File: src/rtl/fault_pkg.sv
package fault_pkg;
  localparam int REG_W      = 8;
  localparam int NUM_SLOTS  = 2;
  // Fault vector layout inside the block
  localparam int FV_SLOT0   = 0;
  localparam int FV_SLOT1   = 1;
  localparam int FV_UV      = 2;
  localparam int FV_THERM   = 3;
  localparam int FV_DIE     = 4;
  localparam int FV_W       = 5;
  // Register bit positions decoded by software
  localparam int ST_SLOT0   = 0;
  localparam int ST_SLOT1   = 2;
  localparam int ST_UV      = 4;
  localparam int CS_THERM   = 1;
  localparam int CS_DIE     = 2;
  localparam int CS_MASK    = 3;
endpackage

File: src/rtl/fault_qual.sv
module fault_qual
  import fault_pkg::*;
#(
  parameter int NUM_RAILS = 3
) (
  input  logic                 por_done,
  input  logic [NUM_SLOTS-1:0] slot_en,
  input  logic [NUM_RAILS-1:0] uv_flag,
  input  logic [NUM_SLOTS-1:0] oc_fast,
  input  logic [NUM_SLOTS-1:0] oc_slow,
  input  logic [NUM_SLOTS-1:0] oc_filt_done,
  input  logic [NUM_SLOTS-1:0] slot_hot,
  input  logic                 die_hot,
  output logic [FV_W-1:0]      set_vec
);
  logic                 armed;
  logic [NUM_SLOTS-1:0] slot_trip;
  logic [NUM_SLOTS-1:0] therm_trip;

  assign armed = por_done & (|slot_en);

  for (genvar s = 0; s < NUM_SLOTS; s++) begin : g_slot
    assign slot_trip[s]  = oc_fast[s] | (oc_slow[s] & oc_filt_done[s]);
    assign therm_trip[s] = oc_slow[s] & slot_hot[s];
  end

  always_comb begin
    set_vec           = '0;
    set_vec[FV_SLOT0] = armed & slot_trip[0];
    set_vec[FV_SLOT1] = armed & slot_trip[1];
    set_vec[FV_UV]    = armed & (|uv_flag);
    set_vec[FV_THERM] = armed & (|therm_trip);
    set_vec[FV_DIE]   = armed & die_hot;
  end
endmodule

File: src/rtl/w1c_latch.sv
module w1c_latch #(
  parameter int W = 5
) (
  input  logic         clk,
  input  logic         rst,
  input  logic [W-1:0] set_i,
  input  logic [W-1:0] clr_i,
  output logic [W-1:0] d_o,
  output logic [W-1:0] q_o
);
  for (genvar b = 0; b < W; b++) begin : g_bit
    // set wins over a clear in the same cycle
    assign d_o[b] = set_i[b] | (q_o[b] & ~clr_i[b]);
    always_ff @(posedge clk) begin
      if (rst) q_o[b] <= 1'b0;
      else     q_o[b] <= d_o[b];
    end
  end
endmodule

File: src/rtl/irq_drive.sv
module irq_drive #(
  parameter int W = 5
) (
  input  logic         clk,
  input  logic         rst,
  input  logic         mask_d,
  input  logic [W-1:0] fault_d,
  output logic         int_oe
);
  always_ff @(posedge clk) begin
    if (rst) int_oe <= 1'b0;
    else     int_oe <= ~mask_d & (|fault_d);
  end
endmodule

File: src/rtl/fault_irq_ctrl.sv
module fault_irq_ctrl
  import fault_pkg::*;
#(
  parameter int NUM_RAILS = 3
) (
  input  logic                 clk,
  input  logic                 rst,
  input  logic                 por_done,
  input  logic [1:0]           slot_en,
  input  logic [NUM_RAILS-1:0] uv_flag,
  input  logic [1:0]           oc_fast,
  input  logic [1:0]           oc_slow,
  input  logic [1:0]           oc_filt_done,
  input  logic [1:0]           slot_hot,
  input  logic                 die_hot,
  input  logic                 stat_wr_en,
  input  logic [7:0]           stat_wr_data,
  input  logic                 cs_wr_en,
  input  logic [7:0]           cs_wr_data,
  output logic [7:0]           stat_q,
  output logic [7:0]           cs_q,
  output logic                 int_oe
);
  logic [FV_W-1:0] set_vec, clr_vec, fault_d, fault_q;
  logic            mask_d, mask_q;
  logic            unused_wr_bits;

  assign unused_wr_bits = ^{stat_wr_data[7:5], stat_wr_data[3], stat_wr_data[1],
                            cs_wr_data[7:4], cs_wr_data[0]};

  fault_qual #(.NUM_RAILS(NUM_RAILS)) u_qual (
    .por_done     (por_done),
    .slot_en      (slot_en),
    .uv_flag      (uv_flag),
    .oc_fast      (oc_fast),
    .oc_slow      (oc_slow),
    .oc_filt_done (oc_filt_done),
    .slot_hot     (slot_hot),
    .die_hot      (die_hot),
    .set_vec      (set_vec)
  );

  always_comb begin
    clr_vec           = '0;
    clr_vec[FV_SLOT0] = stat_wr_en & stat_wr_data[ST_SLOT0];
    clr_vec[FV_SLOT1] = stat_wr_en & stat_wr_data[ST_SLOT1];
    clr_vec[FV_UV]    = stat_wr_en & stat_wr_data[ST_UV];
    clr_vec[FV_THERM] = cs_wr_en   & cs_wr_data[CS_THERM];
    clr_vec[FV_DIE]   = cs_wr_en   & cs_wr_data[CS_DIE];
  end

  w1c_latch #(.W(FV_W)) u_latch (
    .clk   (clk),
    .rst   (rst),
    .set_i (set_vec),
    .clr_i (clr_vec),
    .d_o   (fault_d),
    .q_o   (fault_q)
  );

  assign mask_d = cs_wr_en ? cs_wr_data[CS_MASK] : mask_q;

  always_ff @(posedge clk) begin
    if (rst) mask_q <= 1'b1;
    else     mask_q <= mask_d;
  end

  irq_drive #(.W(FV_W)) u_irq (
    .clk     (clk),
    .rst     (rst),
    .mask_d  (mask_d),
    .fault_d (fault_d),
    .int_oe  (int_oe)
  );

  always_comb begin
    stat_q           = '0;
    stat_q[ST_SLOT0] = fault_q[FV_SLOT0];
    stat_q[ST_SLOT1] = fault_q[FV_SLOT1];
    stat_q[ST_UV]    = fault_q[FV_UV];
    cs_q             = '0;
    cs_q[CS_THERM]   = fault_q[FV_THERM];
    cs_q[CS_DIE]     = fault_q[FV_DIE];
    cs_q[CS_MASK]    = mask_q;
  end
endmodule

File: config.mk
export PLATFORM = sky130hd
export DESIGN_NAME = fault_irq_ctrl
export DESIGN_NICKNAME = d
export VERILOG_FILES = /design/src/rtl/fault_pkg.sv /design/src/rtl/fault_qual.sv /design/src/rtl/w1c_latch.sv /design/src/rtl/irq_drive.sv /design/src/rtl/fault_irq_ctrl.sv
export SDC_FILE = /design/constraint.sdc
export NUM_CORES = 1
export LEC_CHECK = 0
export BUFFER_PORTS_ARGS = -buffer_cell sky130_fd_sc_hd__buf_2
export CAP_MARGIN = 5
export CORE_MARGIN = 2
export CORE_UTILIZATION = 35
export DETAILED_ROUTE_END_ITERATION = 6
export PLACE_DENSITY = 0.81
export SYNTH_ARGS = -nofsm -noshare
export SYNTH_HDL_FRONTEND = slang
export SYNTH_HIERARCHICAL = 1
export SYNTH_SLANG_ARGS = --single-unit
export TNS_END_PERCENT = 5
File: constraint.sdc
create_clock -name clk -period 2.3 [get_ports clk]
set_clock_uncertainty 0.1 [all_clocks]
set_input_delay 0.46 -clock clk [delete_from_list [all_inputs] [get_ports clk]]
set_output_delay 0.46 -clock clk [all_outputs]
set_load 0.1 [all_outputs]
== Yosys cells after proc, flatten, opt, wreduce, memory -nomap -nowiden ==
Cells that the tools add are included.

* Add/sub/neg operators: 0
* Multipliers: 0
* Div/mod/pow operators: 0
* Magnitude comparators: 0
* Equality and inequality tests: 0
* Shift-type cells: 0
* Mux-type cells: 1
* Bitwise gates (word level): 34
* Reductions and logical operators: 4

{| class="wikitable"
|+ Operators by type and width
! cell !! count
|-
| AND 1 bit || 21
|-
| bitwise OR 1 bit || 7
|-
| NOT 1 bit || 6
|-
| OR reduction 5 bit || 1
|-
| OR reduction 2 bit || 2
|-
| OR reduction 3 bit || 1
|-
| two-way mux 1 bit || 1
|}

* Register bits after elaboration: 7
* Latch bits: 0
* Memory bits (writable): 0
* Memory bits (read-only): 0
* Input port bits: 35
* Logic and storage cells: 46
* Memories kept: 0

== Longest topological paths before layout ==
* Depth in word-level cells: 6
* Depth in mapped cells: 6

== By module ==
Netlist, hierarchy kept.

{| class="wikitable"
|+ By module, submodules not included
! module !! times used !! cells each !! area an instance (sq um) !! sequential area each (sq um)
|-
| w1c_latch || 1 || 25 || 231.5 || 100.1
|-
| fault_irq_ctrl || 1 || 20 || 161.4 || 20.0
|-
| fault_qual || 1 || 11 || 53.8 || 0.0
|-
| irq_drive || 1 || 4 || 36.3 || 20.0
|}

== Least setup slack after synthesis ==
Ideal clock, no wire load.

* Kind: reg-to-reg
* From: register u_latch.q_o[1]
* To: register u_irq.int_oe
* Library setup time: 0.086 ns
* Arrival: 1.353 ns
* Setup slack: 0.761 ns
* Stages on the path, launching flop included: 5
* Buffers on the path: 0
* Clock period less this slack: 1.539 ns
* Path through: dfxtp_1 -> nand2b_4 -> nand2_1 -> nor3_1 -> a211oi_1

* Cells in the longest elaborated chain, start to end: 4

{| class="wikitable"
|+ Ends and longest elaborated chain
! item !! line !! RTL
|-
| start, declared || w1c_latch.sv:9 || <nowiki>output logic [W-1:0] q_o</nowiki>
|-
| start signal, assigned by index || w1c_latch.sv:16 || <nowiki>else q_o[b] <= d_o[b];</nowiki>
|-
| AND 1 bit || w1c_latch.sv:13 || <nowiki>assign d_o[b] = set_i[b] | (q_o[b] & ~clr_i[b]);</nowiki>
|-
| bitwise OR 1 bit || w1c_latch.sv:13 ||
|-
| named net fault_d[1] || fault_irq_ctrl.sv:24 || <nowiki>logic [FV_W-1:0] set_vec, clr_vec, fault_d, fault_q;</nowiki>
|-
| OR reduction 5 bit || irq_drive.sv:12 || <nowiki>else int_oe <= ~mask_d & (|fault_d);</nowiki>
|-
| AND 1 bit || irq_drive.sv:12 ||
|-
| end signal, assigned || irq_drive.sv:12 ||
|-
| end, declared || irq_drive.sv:8 || <nowiki>output logic int_oe</nowiki>
|}

The timed path passes the listed nets, and every way through them passes these cells.
A chain may end at the register's enable or synchronous reset.

== Worst setup path after layout ==
* From: register u_latch.q_o[2]
* To: output stat_q[4]

{| class="wikitable"
|+ RTL lines
! item !! line !! RTL
|-
| end, declared || fault_irq_ctrl.sv:20 || <nowiki>output logic [7:0] stat_q,</nowiki>
|}

No word-level cell between the ends.

==> flow_summary.ini <==
[synth]
synthTopCellsByCount = buf_4 (11), a21oi_1 (7), dfxtp_1 (7)
synth_most_common_cell = buf_4
syn_area_per_cell_um2 = 8.049
syn_inst = 60
synth_area_leaders = dfxtp_1 (29%), buf_4 (17%), nand2b_4 (14%)
synth_warnings = 6
synth_edf_count = 0
synth_largest_area_cell = dfxtp_1
synth-seq-area-share = 0.2902
synth_ff_type = dfxtp_1
synth_seq_cells = 7
yosys.area.top_type_share = 0.2902
syn_area_um2 = 483.0
synth_cell_type_count = 16
synthArstFlopShare = 0

[detailed_routing]
via_per_inst = 4.259
initialDrtViolationCount = 5
met2RoutedLength_um = 492
wl_per_cell_um = 9.000
routed.top_layer = met4
met1_length_um = 364
finalWirelength_um = 972
met3_length_um = 102
postRouteAntennaNets = 0
post-route-drc-count = 0
drtPass1Iterations = 2
vias = 460

[critical_path]
crit_chain = buf_2
r2r-end = mask_q$_SDFF_PP1_
crit_family = buffers and inverters
reg2reg_depth = 2
endpoint_kind = primary output
crit_type = reg2out
crit_path_start_kind = flip-flop
timing.critical_path.buf_inv = 1
cp_max_fo = 2
slowest_delay_ps = 450
crit_required_ps = 1740
worstReg2RegStart = mask_q$_SDFF_PP1_
rrSetupSlack_ps = 1320
crit_arrival_ps = 1080
crit_slowest_cell = buf_2

[floorplan]
io_pins = 52
coreArea_um2 = 1301
fp.dieH_um = 41.15
initial_core_util = 0.3712
core.rowCount = 13
die_x_um = 41.15
die_area_um2 = 1693

[power]
irDropWorstVdd_mv = 0.3177
power_density_nw_per_um2 = 703.1
leakage_uw = 0.0003569

[job]
cap_violations = 0

[sta]
fin_crit_sh = 0.7126
rsz0062_at_grt = false
fmaxAchievable_mhz = 610.2
slew_violations = 0
fin_crit_ps = 1639
hold_violations = 0
finalSetupTns_ps = 0
finalSetupViolCount = 0
worst_slack_ps = 661.1

[global_routing]
grt_use_total = 0.1362
grt_pass1_vias = 399
antenna_found_initial = 0
grt_overflow_total = 0
grt_max_degree = 8
grt_pass1_wl_mm = 1.393

[clocking]
clock_latency_ps = 250
numClockSinks = 7
cts-root-buf = clkbuf_4
htreeDepth = 1
clock_path_buffers = 2
cts.clk_slew.worst_paths_ps = 50
cts_tree = built
cts-buffers-inserted = 3
cts.repair.resized = 0
ctsHoldBuffers = 0
post_cts_buffers = 0

[finish]
syn_to_final_growth_pct = 31.35
drive_above_1_share = 0.4624
diodes = 0
final_nets = 129

[hold_path]
hold_end = u_latch/q_o[3]$_SDFF_PP0_
holdCritStartpoint = rst
hold_class = in2reg
hold_depth = 2

[place]
place_congestion = 0.6809
dpl.hpwl_um = 822.2
portBuffers = 31
pre_cts_ws_ps = 834.6

[status]
status = completed
[layout make-up]
class / count / area [um2]
Inverter: 6 / 22.52
Fill cell: 145 / 666.9
Timing Repair Buffer: 31 / 155.1
Sequential cell: 7 / 140.1
Multi-Input combinational cell: 45 / 271.5
Clock buffer: 4 / 26.28
Tap cell: 15 / 18.77
[registers in the layout, summed over array words and instances, names as in the netlist]
name	count
u_latch/q_o	5
mask_q	1
u_irq/int_oe	1
[placed cells by master, fill, tap and decap left out, drive strengths merged]
cell / n
a211oi: 1
a21oi: 7
a22oi: 1
and2: 5
buf: 31
clkbuf: 4
conb: 10
dfxtp: 7
inv: 6
mux2: 1
nand2: 5
nand2b: 5
nor2: 6
nor3: 2
o21ai: 1
or2: 1
[routing by layer]
metal / vias to the layer above / global-route usage
met1: 199 / 0.1104
met4: 0 / 0.1210
met5: - / 0
met3: 2 / 0.07065
li1: 235 / -
met2: 24 / 0.2344
[per-stage QoR]
stage          instances  hold WS [ps]    util  area, um2  power, uW
2_1_floorplan         69         426.1       -      516.7      317.8
3_3_place_gp         104         387.6  0.4673      608.1      335.4
3_5_place_dp         104         398.2  0.4673      608.1      337.6
4_1_cts              108         342.1  0.4875      634.4      453.2
5_1_grt              108         341.0  0.4875      634.4      474.7
6_report             108         352.8  0.4875      634.4      446.0
[cell families after synthesis]
logic type             count (synthesis)  synth area share
multiplexers                           1           0.03108
flip-flops                             7            0.2901
AO/OA/AOI/OAI                         10            0.1218
other                                  1          0.007765
AND/OR/NAND/NOR                       24            0.3316
buffers and inverters                 17            0.2176
[where the power goes]
part	switching (uW)	leakage (uW)	internal, uW
logic	157	0.000284	41.7
clock network	44.7	0.0000150	66.2
registers	6.54	0.0000578	130
total	208	0.000357	238
[worst max-delay path by stage]
stage / endpoint / from / depth (start not counted)
after floorplan: u_irq/int_oe$_SDFF_PP0_ / u_latch/q_o[1]$_SDFF_PP0_ / 4
after global placement: u_irq/int_oe$_SDFF_PP0_ / slot_en[1] / 7
after detailed placement: u_irq/int_oe$_SDFF_PP0_ / slot_en[1] / 7
after CTS: stat_q[4] / u_latch/q_o[2]$_SDFF_PP0_ / 1
after global routing: stat_q[4] / u_latch/q_o[2]$_SDFF_PP0_ / 1
final: stat_q[4] / u_latch/q_o[2]$_SDFF_PP0_ / 1
Power figures use the tool's default switching activity.
